[src/rtl/ocwdt_pkg.sv]
package ocwdt_pkg;
  typedef enum logic {
    FS_SRC_PINS = 1'b0,
    FS_SRC_REG  = 1'b1
  } fs_src_e;

  function automatic int unsigned cnt_width(input int unsigned maxval);
    return (maxval < 2) ? 1 : $clog2(maxval + 1);
  endfunction
endpackage

[src/rtl/ocwdt_prescale.sv]
module ocwdt_prescale #(
  parameter int unsigned UNIT_TICKS = 290
) (
  input  logic clk,
  input  logic rst,
  input  logic tick_i,
  input  logic run_i,
  input  logic restart_i,
  output logic unit_o
);
  localparam int unsigned PRE_W = ocwdt_pkg::cnt_width(UNIT_TICKS - 1);
  localparam logic [PRE_W-1:0] LAST = PRE_W'(UNIT_TICKS - 1);

  logic [PRE_W-1:0] pre_q;
  logic             at_last;

  assign at_last = (pre_q == LAST);

  always_ff @(posedge clk) begin
    if (rst || !run_i || restart_i) begin
      pre_q <= '0;
    end else if (tick_i) begin
      pre_q <= at_last ? '0 : pre_q + 1'b1;
    end
  end

  assign unit_o = run_i & ~restart_i & tick_i & at_last;
endmodule

[src/rtl/ocwdt_timer.sv]
module ocwdt_timer #(
  parameter int unsigned TMO_W = 8
) (
  input  logic             clk,
  input  logic             rst,
  input  logic             run_i,
  input  logic             reload_i,
  input  logic             unit_i,
  input  logic [TMO_W-1:0] timeout_i,
  output logic             expire_o
);
  logic [TMO_W-1:0] cnt_q;
  logic             last_unit;

  assign last_unit = (cnt_q <= TMO_W'(1));

  always_ff @(posedge clk) begin
    if (rst || !run_i || reload_i) begin
      cnt_q <= timeout_i;
    end else if (unit_i && !last_unit) begin
      cnt_q <= cnt_q - 1'b1;
    end
  end

  assign expire_o = unit_i & last_unit;
endmodule

[src/rtl/ocwdt_pulse.sv]
module ocwdt_pulse #(
  parameter int unsigned PULSE_TICKS = 288
) (
  input  logic clk,
  input  logic rst,
  input  logic tick_i,
  input  logic fire_i,
  output logic low_o
);
  localparam int unsigned PC_W = ocwdt_pkg::cnt_width(PULSE_TICKS);

  logic [PC_W-1:0] pc_q;
  logic            low_q;

  always_ff @(posedge clk) begin
    if (rst) begin
      pc_q  <= '0;
      low_q <= 1'b0;
    end else if (fire_i) begin
      pc_q  <= PC_W'(PULSE_TICKS);
      low_q <= 1'b1;
    end else if (tick_i && pc_q != '0) begin
      pc_q <= pc_q - 1'b1;
      if (pc_q == PC_W'(1)) low_q <= 1'b0;
    end
  end

  assign low_o = low_q;
endmodule

[src/rtl/ocwdt_fsel.sv]
module ocwdt_fsel #(
  parameter int unsigned FS_W = 4
) (
  input  logic            clk,
  input  logic            rst,
  input  logic            expire_i,
  input  logic            clr_i,
  input  logic [FS_W-1:0] safe_fs_i,
  input  logic            fs_mode_i,
  input  logic [FS_W-1:0] pin_fs_i,
  input  logic [FS_W-1:0] reg_fs_i,
  output logic            alarm_o,
  output logic [FS_W-1:0] safe_o,
  output logic [FS_W-1:0] fs_o
);
  import ocwdt_pkg::*;

  logic            alarm_q;
  logic [FS_W-1:0] safe_q;
  logic [FS_W-1:0] fs_q;
  logic [FS_W-1:0] norm_fs;

  always_comb begin
    case (fs_src_e'(fs_mode_i))
      FS_SRC_REG: norm_fs = reg_fs_i;
      default:    norm_fs = pin_fs_i;
    endcase
  end

  always_ff @(posedge clk) begin
    if (rst) begin
      alarm_q <= 1'b0;
      safe_q  <= '0;
      fs_q    <= pin_fs_i;
    end else begin
      if (clr_i) alarm_q <= 1'b0;
      else if (expire_i) alarm_q <= 1'b1;
      if (expire_i) safe_q <= safe_fs_i;
      fs_q <= alarm_q ? safe_q : norm_fs;
    end
  end

  assign alarm_o = alarm_q;
  assign safe_o  = safe_q;
  assign fs_o    = fs_q;
endmodule

[src/rtl/ocwdt_top.sv]
module ocwdt_top #(
  parameter int unsigned TMO_W       = 8,
  parameter int unsigned FS_W        = 4,
  parameter int unsigned UNIT_TICKS  = 290,
  parameter int unsigned PULSE_TICKS = 288
) (
  input  logic             clk,
  input  logic             rst,
  input  logic             tick_i,
  input  logic             en_strap_i,
  input  logic             en_wr_i,
  input  logic             en_val_i,
  input  logic [TMO_W-1:0] timeout_i,
  input  logic [FS_W-1:0]  safe_fs_i,
  input  logic             kick_i,
  input  logic             alarm_clr_i,
  input  logic             fs_mode_i,
  input  logic [FS_W-1:0]  pin_fs_i,
  input  logic [FS_W-1:0]  reg_fs_i,
  output logic [FS_W-1:0]  fs_o,
  output logic             alarm_o,
  output logic             sysrst_n_o
);
  logic            en_q;
  logic            run;
  logic            reload;
  logic            unit;
  logic            expire;
  logic            pulse_low;
  logic [FS_W-1:0] safe_q;

  always_ff @(posedge clk) begin
    if (rst) en_q <= en_strap_i;
    else if (en_wr_i) en_q <= en_val_i;
  end

  assign run    = en_q & ~alarm_o;
  assign reload = (kick_i & en_q) | (en_wr_i & en_val_i) | alarm_clr_i;

  ocwdt_prescale #(.UNIT_TICKS(UNIT_TICKS)) pre_i (
    .clk(clk), .rst(rst), .tick_i(tick_i), .run_i(run),
    .restart_i(reload), .unit_o(unit)
  );

  ocwdt_timer #(.TMO_W(TMO_W)) tmr_i (
    .clk(clk), .rst(rst), .run_i(run), .reload_i(reload),
    .unit_i(unit), .timeout_i(timeout_i), .expire_o(expire)
  );

  ocwdt_pulse #(.PULSE_TICKS(PULSE_TICKS)) pls_i (
    .clk(clk), .rst(rst), .tick_i(tick_i), .fire_i(expire), .low_o(pulse_low)
  );

  ocwdt_fsel #(.FS_W(FS_W)) sel_i (
    .clk(clk), .rst(rst), .expire_i(expire), .clr_i(alarm_clr_i),
    .safe_fs_i(safe_fs_i), .fs_mode_i(fs_mode_i), .pin_fs_i(pin_fs_i),
    .reg_fs_i(reg_fs_i), .alarm_o(alarm_o), .safe_o(safe_q), .fs_o(fs_o)
  );

  assign sysrst_n_o = ~pulse_low;
endmodule

[config.mk]
export PLATFORM = sky130hd
export DESIGN_NAME = ocwdt_top
export DESIGN_NICKNAME = d
export VERILOG_FILES = /design/src/rtl/ocwdt_pkg.sv /design/src/rtl/ocwdt_prescale.sv /design/src/rtl/ocwdt_timer.sv /design/src/rtl/ocwdt_pulse.sv /design/src/rtl/ocwdt_fsel.sv /design/src/rtl/ocwdt_top.sv
export SDC_FILE = /design/constraint.sdc
export NUM_CORES = 1
export LEC_CHECK = 0
export BUFFER_PORTS_ARGS = -buffer_cell sky130_fd_sc_hd__buf_4
export CAP_MARGIN = 40
export CORE_MARGIN = 3
export CORE_UTILIZATION = 40
export CTS_CLUSTER_DIAMETER = 30
export DETAILED_ROUTE_END_ITERATION = 16
export PLACE_DENSITY = 0.62
export SLEW_MARGIN = 25
export SYNTH_ARGS = -nofsm -noshare
export SYNTH_HDL_FRONTEND = slang
export SYNTH_HIERARCHICAL = 1
export SYNTH_SLANG_ARGS = --single-unit
[constraint.sdc]
create_clock -name clk -period 4.9 [get_ports clk]
set_clock_uncertainty 0.05 [all_clocks]
set_input_delay 1.47 -clock clk [delete_from_list [all_inputs] [get_ports clk]]
set_output_delay 1.47 -clock clk [all_outputs]
set_load 0.02 [all_outputs]
**After elaboration in Yosys (flattened, before gate mapping)**

Cells that the tools add are included.

- Bits in registers: 37
- Output and inout port bits: 6
- Bits of input ports: 29

- Add/subtract/negate cells: 3
- $lt $le $gt $ge: 1
- Muxes and demuxes: 13
- Equality and inequality tests: 2
- Reduce and logical (&&, ||, !) cells: 14
- Bitwise operators: 12

Operators by type and width:

| cell | number |
|---|---|
| 9-bit two-way mux | 3 |
| 8-bit two-way mux | 2 |
| 4-bit two-way mux | 3 |
| 9-bit by 1-bit adder with 9-bit output (second input constant) | 1 |
| 9-bit by 1-bit == test with 1-bit output (second input constant) | 1 |
| 9-bit == test (second input constant) | 1 |
| 9-bit nonzero test | 1 |
| 9-bit by 1-bit subtractor with 9-bit output (second input constant) | 1 |
| 8-bit by 1-bit <= comparator with 1-bit output (second input constant) | 1 |
| 2-bit nonzero test | 4 |
| 8-bit by 1-bit subtractor with 8-bit output (second input constant) | 1 |
| 1-bit bitwise AND | 7 |
| 1-bit two-way mux | 5 |
| 2-bit OR reduction | 2 |
| 1-bit NOT | 3 |
| 1-bit logical AND | 2 |
| 1-bit zero test | 2 |
| 1-bit logical OR | 2 |
| 1-bit OR | 2 |
| 2-bit AND reduction | 1 |

**Longest topological paths before layout**

Gate-level depths: netlist (run 1).

- Depth after elaboration: 10
- Gate-level depth with buffers: 9
- Depth with buffers taken out: 8

**Hierarchy**

Netlist (run 1), hierarchy kept.

Modules (own cells, without submodules):

| module | area an instance (µm²) | cells each | instances | sequential area each (µm²) |
|---|---|---|---|---|
| ocwdt_pulse | 551.8 | 58 | 1 | 200.2 |
| ocwdt_timer | 509.2 | 51 | 1 | 240.2 |
| ocwdt_prescale | 457.9 | 51 | 1 | 180.2 |
| ocwdt_fsel | 372.9 | 42 | 1 | 180.2 |
| ocwdt_top | 67.6 | 6 | 1 | 30.0 |

**Least setup slack after synthesis (run 1)**

Ideal clock, no wire load.

- Path type: input to register
- From: in en_wr_i
- To: reg tmr_i.cnt_q[0], enable pin
- Arrival: 2.926 ns
- Slack: 1.539 ns
- Data required time: 4.466 ns
- Cell stages on the path: 5
- Buffers on the path: 0
- Cell sequence: a221o_1 > or2b_2 > nor2_1 > inv_1 > o21ai_0

- Word-level cells in the longest chain between the ends: 9
- Elaborated cells on any way between the ends: 10
- Classes of those cells: 7 x bitwise; 3 x reduce/logical

Ends and longest elaborated chain:

| element | RTL line | source |
|---|---|---|
| from (decl) | ocwdt_top.sv:11 | `input logic en_wr_i,` |
| 1-bit bitwise AND | ocwdt_top.sv:38 | `assign reload = (kick_i & en_q) \| (en_wr_i & en_val_i) \| alarm_clr_i;` |
| 1-bit OR (2 in a row) | ocwdt_top.sv:38 |  |
| 1-bit NOT | ocwdt_prescale.sv:27 | `assign unit_o = run_i & ~restart_i & tick_i & at_last;` |
| 1-bit bitwise AND (3 in a row) | ocwdt_prescale.sv:27 |  |
| net unit | ocwdt_top.sv:27 | `logic unit;` |
| 1-bit logical AND | ocwdt_timer.sv:20 | `end else if (unit_i && !last_unit) begin` |
| 2-bit nonzero test (no line) | - |  |
| to (signal assigned) | ocwdt_timer.sv:19 | `cnt_q <= timeout_i;` |
| to (signal assigned) | ocwdt_timer.sv:21 | `cnt_q <= cnt_q - 1'b1;` |
| to (decl) | ocwdt_timer.sv:12 | `logic [TMO_W-1:0] cnt_q;` |

The timed path passes the listed nets, and every way through them passes these cells.
A chain may end at the register's enable or synchronous reset.

**Worst setup path in the final report (run 1)**

- From: in en_wr_i
- To: reg tmr_i.cnt_q[7] (data pin)

- Word-level cells in the longest chain between the ends: 5

Ends and longest elaborated chain:

| element | RTL line | source |
|---|---|---|
| 1-bit bitwise AND | ocwdt_top.sv:38 |  |
| 1-bit OR (2 in a row) | ocwdt_top.sv:38 |  |
| net reload | ocwdt_top.sv:26 | `logic reload;` |
| 1-bit logical OR | ocwdt_timer.sv:18 | `if (rst \|\| !run_i \|\| reload_i) begin` |
| 8-bit two-way mux | ocwdt_timer.sv:18 |  |

The timed path passes the listed nets, and every way through them passes these cells.

==> impl_metrics.py, run 1 <==
metrics = {
    "outcome": {
        "outcome": "completed",
    },
    "worst_setup_path": {
        "path_buf_inv": 1,
        "cp-end-kind": "flip-flop",
        "arrival_ns": 3.14,
        "worst_path_largest_cell_delay_ns": 0.56,
        "crit_end": "tmr_i/cnt_q[7]$_DFFE_PP_",
        "path_class": "primary input to flip-flop",
        "critical_path_required_ns": 5.01,
        "r2r-start": "tmr_i/cnt_q[5]$_DFFE_PP_",
        "startpoint": "en_wr_i",
        "path_depth": 5,
        "cp_max_fo": 11,
        "regToRegSetupSlack_ns": 2.60,
        "reg2regPathDepth": 5,
        "rr_endpoint": "pls_i/pc_q[1]$_SDFFE_PP0P_",
        "crit_path_top_delay_cell": "or4_1",
        "crit_chain": "buf_4 > a221o_1 > or3b_1 > or4_1 > nand3_1",
        "critPathTopFamily": "simple AND/OR/NAND/NOR gates",
        "start_kind": "primary input",
    },
    "routing": {
        "drt-wirelength-per-cell_um": 12.8,
        "post-route-drc-count": 0,
        "vias_per_cell": 5.25,
        "drtPass1Iterations": 4,
        "drt_iter0_drc": 68,
        "postRouteWirelength_um": 3970,
        "vias": 1626,
        "ant_nets": 0,
    },
    "place": {
        "pre_cts_ws_ns": 1.58,
        "post-dp-hpwl_um": 2890,
        "placed_cells": 302,
        "gp_congestion": 0.723,
        "port_buffers": 34,
        "dpl_cell_area_um2": 2250,
    },
    "final_layout": {
        "num-fill-cells": 433,
        "drive_gt1_share_pct": 21.2,
        "diodes": 0,
        "area_growth_pct": 20.9,
        "num-nets-final": 280,
        "post-route-util_pct": 52.2,
        "final_area_um2": 2370,
        "final_cells": 310,
    },
    "sta": {
        "worst_hold_slack_ns": 0.439,
        "finalSetupTns_ns": 0,
        "max_clock_freq_mhz": 330,
        "final-max-slew-violation-count": 0,
        "setup_viol": 0,
        "setup_slack_ns": 1.87,
        "fin_crit_ns": 3.03,
        "fin_crit_sh_pct": 61.9,
        "hold_viol": 0,
        "rsz0062_at_grt": "false",
        "maxSlewHeadroom_pct": 65.3,
        "worstMarginPinSlew_ns": 0.519,
    },
    "floorplanning": {
        "core_area_um2": 4530,
        "die_area_um2": 5770,
        "die_h_um": 76.0,
        "initial_core_util_pct": 43.2,
        "num_rows": 24,
        "dieWidth_um": 76.0,
        "ios": 35,
    },
    "yosys": {
        "yosys_warnings": 6,
        "synth.top_cell.area_share_pct": 28.6,
        "synth_seq_cells": 37,
        "netlist_top_cells_area": "dfxtp_1 (29%), edfxtp_1 (14%), nor2_1 (5.6%)",
        "syn_avg_cell_area_um2": 9.42,
        "synthCells": 208,
        "synth-edff-count": 9,
        "synth-main-ff-cell": "dfxtp_1",
        "synthArstFlopShare_pct": 0,
        "synth.cells.most_frequent": "nor2_1 (29), dfxtp_1 (28), a21oi_1 (12), inv_1 (10)",
        "yosysTopAreaCell": "dfxtp_1",
        "yosysSeqAreaShare_pct": 42.4,
        "synth_cell_type_count": 54,
        "synth_nets": 244,
        "synth_area_um2": 1960,
        "yosysMostFrequentCell": "nor2_1",
    },
    "clock_tree": {
        "cts.sinks": 37,
        "cts_tree": "built",
        "cts_buffers": 5,
        "clock_latency_ns": 0.29,
        "cts_resized": 0,
        "holdBufCountCts": 0,
        "cts_root_buf": "clkbuf_8",
        "clock_path_buffers": 2,
        "clk_pin_slew_worst_paths_ns": 0.08,
        "post-cts-setup-buffers": 0,
        "htree_levels": 2,
    },
    "grt": {
        "grt_max_degree": 21,
        "grt_pass1_wl_um": 6850,
        "track_usage_pct": 14.4,
        "antenna_found_initial": 0,
        "grt_pass1_vias": 1534,
        "overflow": 0,
    },
    "power": {
        "power_mw": 0.974,
        "powerDensity_nw_per_um2": 411,
        "p_leak_nw": 0.887,
        "ir_drop_mv": 0.213,
    },
    "job": {
        "cap_violations": 0,
    },
    "hold_path": {
        "hp-class": "flip-flop to flip-flop",
    },
}
[power breakdown]
group	switching, mW	total (mW)	internal (mW)
sequential	0.0577	0.413	0.355
clock	0.110	0.276	0.166
combinational	0.143	0.285	0.142
[logic make-up after synthesis]
logic type	count (synthesis)	share of synthesized area, %
compound gates	42	13.9
xor+xnor	10	4.47
buf+inv	17	4.85
mux	6	3.13
simple gates	89	26.8
flops	37	42.4
fa+ha+maj	7	4.47
[how the worst min path moves through the flow]
stage,slack [ns],end,startpoint,cells past startpoint
after CTS,0.44,pls_i/low_o$_SDFFE_PP0P_,pls_i/low_o$_SDFFE_PP0P_,2
after global routing,0.45,pls_i/low_o$_SDFFE_PP0P_,pls_i/low_o$_SDFFE_PP0P_,2
final,0.44,pls_i/low_o$_SDFFE_PP0P_,pls_i/low_o$_SDFFE_PP0P_,2
after detailed placement,0.42,pls_i/low_o$_SDFFE_PP0P_,pls_i/low_o$_SDFFE_PP0P_,2
after global placement,0.43,pre_i/pre_q[8]$_SDFFE_PP0P_,pre_i/pre_q[8]$_SDFFE_PP0P_,2
after floorplan,0.39,pls_i/low_o$_SDFFE_PP0P_,pls_i/low_o$_SDFFE_PP0P_,2
[per-layer routing]
layer | vias up | wire, µm | GRT usage [%]
met4 | 0 | 57 | 7.25
li1 | 827 | - | -
met3 | 4 | 279 | 3.55
met5 | - | 0 | 0
met2 | 50 | 1680 | 21.4
met1 | 745 | 1960 | 19.3
[layout make-up]
cell class | count | area (µm²) | share of cell area, %
Multi-Input combinational cell | 154 | 1030 | 43.6
Timing Repair Buffer | 35 | 263 | 11.1
Clock inverter | 2 | 36.3 | 1.53
Sequential cell | 37 | 831 | 35.1
Clock buffer | 6 | 82.6 | 3.49
Inverter | 11 | 41.3 | 1.74
Tap cell | 65 | 81.3 | 3.43
[worst min-delay path, delay by kind of cell, from the launching register on]
family	cells	cell delay, ns
flops	1	0.32
compound gates	2	0.12
[registers in the layout (all words and copies together), names as in the netlist]
register       flops
pls_i/pc_q         9
pre_i/pre_q        9
tmr_i/cnt_q        8
sel_i/fs_o         4
sel_i/safe_o       4
en_q               1
pls_i/low_o        1
sel_i/alarm_o      1
[layout by cell type (no fill, tap or decap), types with 4 or more instances in the layout]
cell type	Yosys	final
or3_1	5	5
xor2_1	4	4
mux2i_1	5	5
a21oi_1	12	12
nand3_1	6	6
dfxtp_1	28	28
nor3_1	5	5
xnor2_1	6	6
nand2_1	9	9
o21ai_0	9	9
buf_4	0	35
nor2_1	29	29
nand2b_1	4	4
inv_1	10	10
a211oi_1	4	4
clkbuf_8	0	6
ha_1	7	7
nand4_1	6	6
edfxtp_1	9	9
Power figures use the tool's default switching activity.
==> inputs of run 2 (changes only) <==
ABC_AREA = 1   (was not set)
clock period = 2.8 ns   (was 4.9 ns; I/O delays follow)
==> run 2 against run 1 <==
Against the previous run: cell count is 40% higher; first-iteration DRC count rose by 2.9%; register-to-register slack lost 1.7 ns; worst setup slack got worse by 1.0 ns; wire length up 7.0%; count of clock-buffer cells in the layout shrank 1; sequential share of layout area decreased by 4.1 points; power up 100%; largest power group is now combinational logic.
==> impl_metrics.py, run 2 <==
metrics = {
    "routing": {
        "drt-wirelength-per-cell_um": 9.82,
        "ant_nets": 0,
        "post-route-drc-count": 0,
        "drt_iter0_drc": 70,
        "vias_per_cell": 4.49,
        "drtPass1Iterations": 4,
        "postRouteWirelength_um": 4250,
        "vias": 1943,
    },
    "clock_tree": {
        "cts_root_buf": "clkbuf_8",
        "clock_path_buffers": 2,
        "cts.sinks": 37,
        "cts_buffers": 5,
        "post-cts-setup-buffers": 0,
        "htree_levels": 2,
        "clock_latency_ns": 0.29,
        "cts_tree": "built",
        "cts_resized": 0,
        "holdBufCountCts": 0,
        "clk_pin_slew_worst_paths_ns": 0.08,
    },
    "power": {
        "p_int_mw": 1.20,
        "power_mw": 1.97,
        "clkPwrFrac_pct": 23.6,
        "powerDensity_nw_per_um2": 735,
        "seq_power_share_pct": 35.5,
        "sw_frac_of_total_pct": 38.8,
        "switchingPower_mw": 0.764,
        "p_comb_share_pct": 40.9,
        "p_leak_nw": 1.30,
        "ir_drop_mv": 0.389,
    },
    "worst_setup_path": {
        "cpMostUsedCell": "inv_1",
        "path_class": "primary input to flip-flop",
        "startpoint": "tick_i",
        "crit_end": "pls_i/pc_q[5]$_SDFFE_PP0P_",
        "arrival_ns": 2.12,
        "crit_chain": "buf_4 > nand2_1 > nor2_1 > nand3_2 > nor3_2 > inv_1 > nor2_1 > buf_4 > inv_1 > nand3_1 > nand3_1 > nand2_1 > inv_1",
        "reg2regPathDepth": 12,
        "critPathTopFamily": "simple AND/OR/NAND/NOR gates",
        "crit_path_top_delay_cell": "buf_4",
        "cp_max_fo": 12,
        "r2r-start": "tmr_i/cnt_q[0]$_DFFE_PP_",
        "regToRegSetupSlack_ns": 0.90,
        "critical_path_required_ns": 2.95,
        "rr_endpoint": "pls_i/pc_q[5]$_SDFFE_PP0P_",
        "cp-end-kind": "flip-flop",
        "path_depth": 13,
        "worst_path_largest_cell_delay_ns": 0.16,
        "path_buf_inv": 5,
        "start_kind": "primary input",
    },
    "grt": {
        "antenna_found_initial": 0,
        "grt_pass1_wl_um": 7600,
        "overflow": 0,
        "grt_pass1_vias": 1855,
        "track_usage_pct": 14.8,
        "grt_max_degree": 15,
    },
    "place": {
        "port_buffers": 34,
        "post-dp-hpwl_um": 3350,
        "placed_cells": 425,
        "gp_congestion": 0.797,
    },
    "floorplanning": {
        "ios": 35,
        "initial_core_util_pct": 42.4,
        "die_area_um2": 6440,
        "dieWidth_um": 80.3,
        "num_rows": 26,
        "die_h_um": 80.3,
        "core_area_um2": 5200,
    },
    "yosys": {
        "synthCells": 319,
        "yosys_warnings": 6,
        "yosysMostFrequentCell": "nand2_1",
        "synth_cell_type_count": 30,
        "synth_seq_cells": 37,
        "yosysTopAreaCell": "dfxtp_1",
        "synth.cells.most_frequent": "nand2_1 (95), inv_1 (56), nor2_1 (37), dfxtp_1 (28), nand3_1 (20)",
        "synthArstFlopShare_pct": 0,
        "synth_area_um2": 2210,
        "synth-main-ff-cell": "dfxtp_1",
        "synth-edff-count": 9,
        "synth.top_cell.area_share_pct": 25.4,
        "syn_avg_cell_area_um2": 6.91,
        "yosysSeqAreaShare_pct": 37.7,
        "synth_nets": 355,
        "netlist_top_cells_area": "dfxtp_1 (25%), nand2_1 (16%), edfxtp_1 (12%)",
    },
    "final_layout": {
        "final_common_cell": "nand2_1",
        "final_cells": 433,
        "diodes": 0,
        "final_cell_mix": "nand2_1 (95), inv_1 (56), nor2_1 (37)",
        "area_growth_pct": 21.4,
        "num-nets-final": 398,
        "drive_gt1_share_pct": 19.8,
        "num-fill-cells": 540,
        "biggestRegsByFlops": "pls_i/pc_q (9), pre_i/pre_q (9), tmr_i/cnt_q (8)",
    },
    "sta": {
        "rsz0062_at_grt": "false",
        "fin_crit_sh_pct": 70.2,
        "final-max-slew-violation-count": 0,
        "maxSlewHeadroom_pct": 77.3,
        "worstMarginPinSlew_ns": 0.340,
        "finalSetupTns_ns": 0,
        "setup_viol": 0,
        "fin_crit_ns": 1.97,
        "hold_viol": 0,
        "max_clock_freq_mhz": 509,
    },
    "job": {
        "cap_violations": 0,
    },
    "outcome": {
        "outcome": "completed",
    },
    "hold_path": {
        "hp-class": "flip-flop to flip-flop",
    },
}
## run 2: metal layers
layer / part of all wire, % / vias up / GRT usage, %
li1: - / 1068 / -
met1: 48 / 835 / 18.3
met2: 46 / 34 / 24.8
met3: 5.0 / 6 / 3.70
met4: 1.7 / 0 / 5.57
met5: 0 / - / 0
## run 2: tightest hold or removal path, cell delays in order (launching register included)
cell	delay [ns]
dfxtp_1	0.32
nand2_1	0.06
a21oi_1	0.05
## run 2: worst min path at each step
stage,slack (ns),to,from,cells past startpoint
after floorplan,0.38,pls_i/low_o$_SDFFE_PP0P_,pls_i/low_o$_SDFFE_PP0P_,2
after global placement,0.43,pls_i/low_o$_SDFFE_PP0P_,pls_i/low_o$_SDFFE_PP0P_,2
after detailed placement,0.41,pls_i/low_o$_SDFFE_PP0P_,pls_i/low_o$_SDFFE_PP0P_,2
after CTS,0.43,pls_i/low_o$_SDFFE_PP0P_,pls_i/low_o$_SDFFE_PP0P_,2
after global routing,0.44,pls_i/low_o$_SDFFE_PP0P_,pls_i/low_o$_SDFFE_PP0P_,2
final,0.43,pls_i/low_o$_SDFFE_PP0P_,pls_i/low_o$_SDFFE_PP0P_,2
## run 2: logic make-up after synthesis
kind of cell    share of synthesized area (%)
compound gates                           7.20
xor+xnor                                 2.78
fa+ha+maj                                3.97
buf+inv                                  10.3
flops                                    37.7
simple gates                             38.1
## run 2: stage by stage
| stage | hold WS (ns) | setup slack, ns | utilization, % | cell area (µm²) |
|---|---|---|---|---|
| 3_5_place_dp | 0.411 | 0.516 | 49.3 | 2560 |
| 4_1_cts | 0.426 | 0.827 | 51.5 | 2680 |
| 3_3_place_gp | 0.425 | 0.560 | 49.3 | 2560 |
| 2_1_floorplan | 0.383 | 0.705 | - | 2210 |
| 6_report | 0.426 | 0.834 | 51.5 | 2680 |
| 5_1_grt | 0.444 | 0.508 | 51.5 | 2680 |
## run 2: final cells by class
cell class	count	area (µm²)	share of cell area [%]
clock buffer	5	68.8	2.57
tap	70	87.6	3.27
multi-input combinational	222	1150	42.8
timing repair buffer	36	270	10.1
sequential	37	831	31.0
inverter	60	228	8.50
clock inverter	3	46.3	1.73
## run 2: power groups by stage
stage | clock network [mW] | registers [mW] | logic (mW)
global route | 0.502 | 0.709 | 0.943
global placement | 0 | 0.712 | 0.806
floorplan | 0 | 0.700 | 0.651
finish | 0.465 | 0.699 | 0.805
detailed placement | 0 | 0.711 | 0.808
CTS | 0.481 | 0.699 | 0.814
==> inputs of run 3 (changes only) <==
clock period = 2 ns   (was 2.8 ns; I/O delays follow)
==> run 3 against run 2 <==
Against the previous run: clock power rose by 15%; flip-flop and latch count unchanged; sequential power up 40%; first-iteration DRC count grew 36%; count of clock-buffer cells in the layout is 3 higher; core utilization is 0.48 points higher; worst hold slack better by 0.0019 ns; die area stayed put; register-to-register slack got worse by 0.71 ns.
==> impl_metrics.py, run 3 (synthesis gave the netlist of run 2 again) <==
metrics = {
    "clock_tree": {
        "cts.sinks": 37,
        "clock_path_buffers": 2,
        "cts_resized": 0,
        "clock_latency_ns": 0.28,
        "htree_levels": 2,
        "clk_pin_slew_worst_paths_ns": 0.07,
        "cts_tree": "built",
        "cts_root_buf": "clkbuf_8",
        "post-cts-setup-buffers": 0,
        "holdBufCountCts": 0,
        "cts_buffers": 5,
    },
    "place": {
        "dpl_cell_area_um2": 2610,
        "gp_congestion": 0.793,
        "post-dp-hpwl_um": 3420,
        "port_buffers": 34,
    },
    "routing": {
        "vias_per_cell": 4.55,
        "postRouteWirelength_um": 4420,
        "drtPass1Iterations": 4,
        "ant_nets": 0,
        "post-route-drc-count": 0,
        "drt-wirelength-per-cell_um": 10.1,
        "drt_iter0_drc": 95,
        "vias": 1992,
    },
    "sta": {
        "worst_hold_slack_ns": 0.427,
        "final-max-slew-violation-count": 0,
        "worstMarginPinSlew_ns": 0.403,
        "fin_crit_sh_pct": 90.3,
        "fin_crit_ns": 1.81,
        "rsz0062_at_grt": "false",
        "finalSetupTns_ns": 0,
        "max_clock_freq_mhz": 554,
        "setup_viol": 0,
        "maxSlewHeadroom_pct": 73.0,
        "hold_viol": 0,
    },
    "floorplanning": {
        "die_area_um2": 6440,
        "initial_core_util_pct": 42.4,
        "die_h_um": 80.3,
        "num_rows": 26,
        "core_area_um2": 5200,
        "dieWidth_um": 80.3,
        "ios": 35,
    },
    "worst_setup_path": {
        "regToRegSetupSlack_ns": 0.19,
        "arrival_ns": 1.93,
        "cp-end-kind": "flip-flop",
        "reg2regPathDepth": 10,
        "critical_path_required_ns": 2.12,
        "path_class": "flip-flop to flip-flop",
        "cp_max_fo": 8,
        "start_kind": "flip-flop",
        "rr_endpoint": "pls_i/pc_q[4]$_SDFFE_PP0P_",
        "r2r-start": "tmr_i/cnt_q[0]$_DFFE_PP_",
    },
    "hold_path": {
        "worstHoldStart": "pls_i/low_o$_SDFFE_PP0P_",
        "worstHoldEndpoint": "pls_i/low_o$_SDFFE_PP0P_",
        "whs_path_depth": 2,
        "hp-class": "flip-flop to flip-flop",
    },
    "grt": {
        "grt_max_degree": 15,
        "track_usage_pct": 15.2,
        "antenna_found_initial": 0,
        "grt_pass1_vias": 1926,
        "grt_pass1_wl_um": 7880,
        "overflow": 0,
    },
    "outcome": {
        "outcome": "completed",
    },
    "final_layout": {
        "post-route-util_pct": 51.9,
        "final_common_cell": "nand2_1",
        "final_area_um2": 2700,
        "final_cell_mix": "nand2_1 (95), inv_1 (56), buf_4 (40)",
        "num-nets-final": 403,
        "biggestRegsByFlops": "pls_i/pc_q (9), pre_i/pre_q (9), tmr_i/cnt_q (8)",
        "diodes": 0,
        "area_growth_pct": 22.6,
        "drive_gt1_share_pct": 20.4,
    },
    "power": {
        "ir_drop_mv": 0.683,
        "p_leak_nw": 1.32,
        "powerDensity_nw_per_um2": 983,
    },
    "job": {
        "cap_violations": 0,
    },
}
[run 3: stage by stage]
stage / setup slack [ns] / total power, mW / std cells
after CTS: 0.156 / 2.70 / 438
final: 0.194 / 2.66 / 438
after global routing: 0.0239 / 2.90 / 438
after floorplan: 0.145 / 1.89 / 319
after global placement: 0.0424 / 2.13 / 430
after detailed placement: 0.00857 / 2.15 / 430
[run 3: cell type report]
class                      instances  area (µm²)
clock buffer                       8        90.1
fill                             542        2500
inverter                          60         228
multi-input combinational        222        1150
sequential                        37         831
tap                               70        87.6
timing repair buffer              41         320
[run 3: power by group]
part	internal, mW	switching [mW]
Sequential	0.879	0.100
Combinational	0.442	0.704
Clock	0.281	0.253
Total	1.60	1.06
[run 3: critical path, cell delays in order (launching register included)]
cell	delay, ns
edfxtp_1	0.46
inv_1	0.11
ha_1	0.17
nor2_1	0.05
nor3_1	0.14
nand3_1	0.14
nor2_1	0.12
buf_4	0.15
nor2_1	0.07
inv_1	0.17
a21oi_1	0.06
[run 3: how the worst max path moves through the flow]
stage                                         from                          to  cells after the start  slack (ns)
after global routing      tmr_i/cnt_q[0]$_DFFE_PP_  pls_i/pc_q[6]$_SDFFE_PP0P_                     10        0.02
final                     tmr_i/cnt_q[0]$_DFFE_PP_  pls_i/pc_q[4]$_SDFFE_PP0P_                     10        0.19
after floorplan                            en_wr_i  pls_i/pc_q[5]$_SDFFE_PP0P_                     10        0.14
after detailed placement                   en_wr_i  pls_i/pc_q[4]$_SDFFE_PP0P_                     10       0.009
after global placement                     en_wr_i  pls_i/pc_q[4]$_SDFFE_PP0P_                     10        0.04
after CTS                 tmr_i/cnt_q[0]$_DFFE_PP_  pls_i/pc_q[4]$_SDFFE_PP0P_                     10        0.16
[run 3: routing by layer]
metal / global-route usage [%] / wire (µm) / vias to the layer above
met2: 24.8 / 2050 / 38
met1: 19.4 / 2100 / 870
met5: 0 / 0 / -
met3: 3.59 / 211 / 6
li1: - / - / 1078
met4: 5.91 / 61 / 0
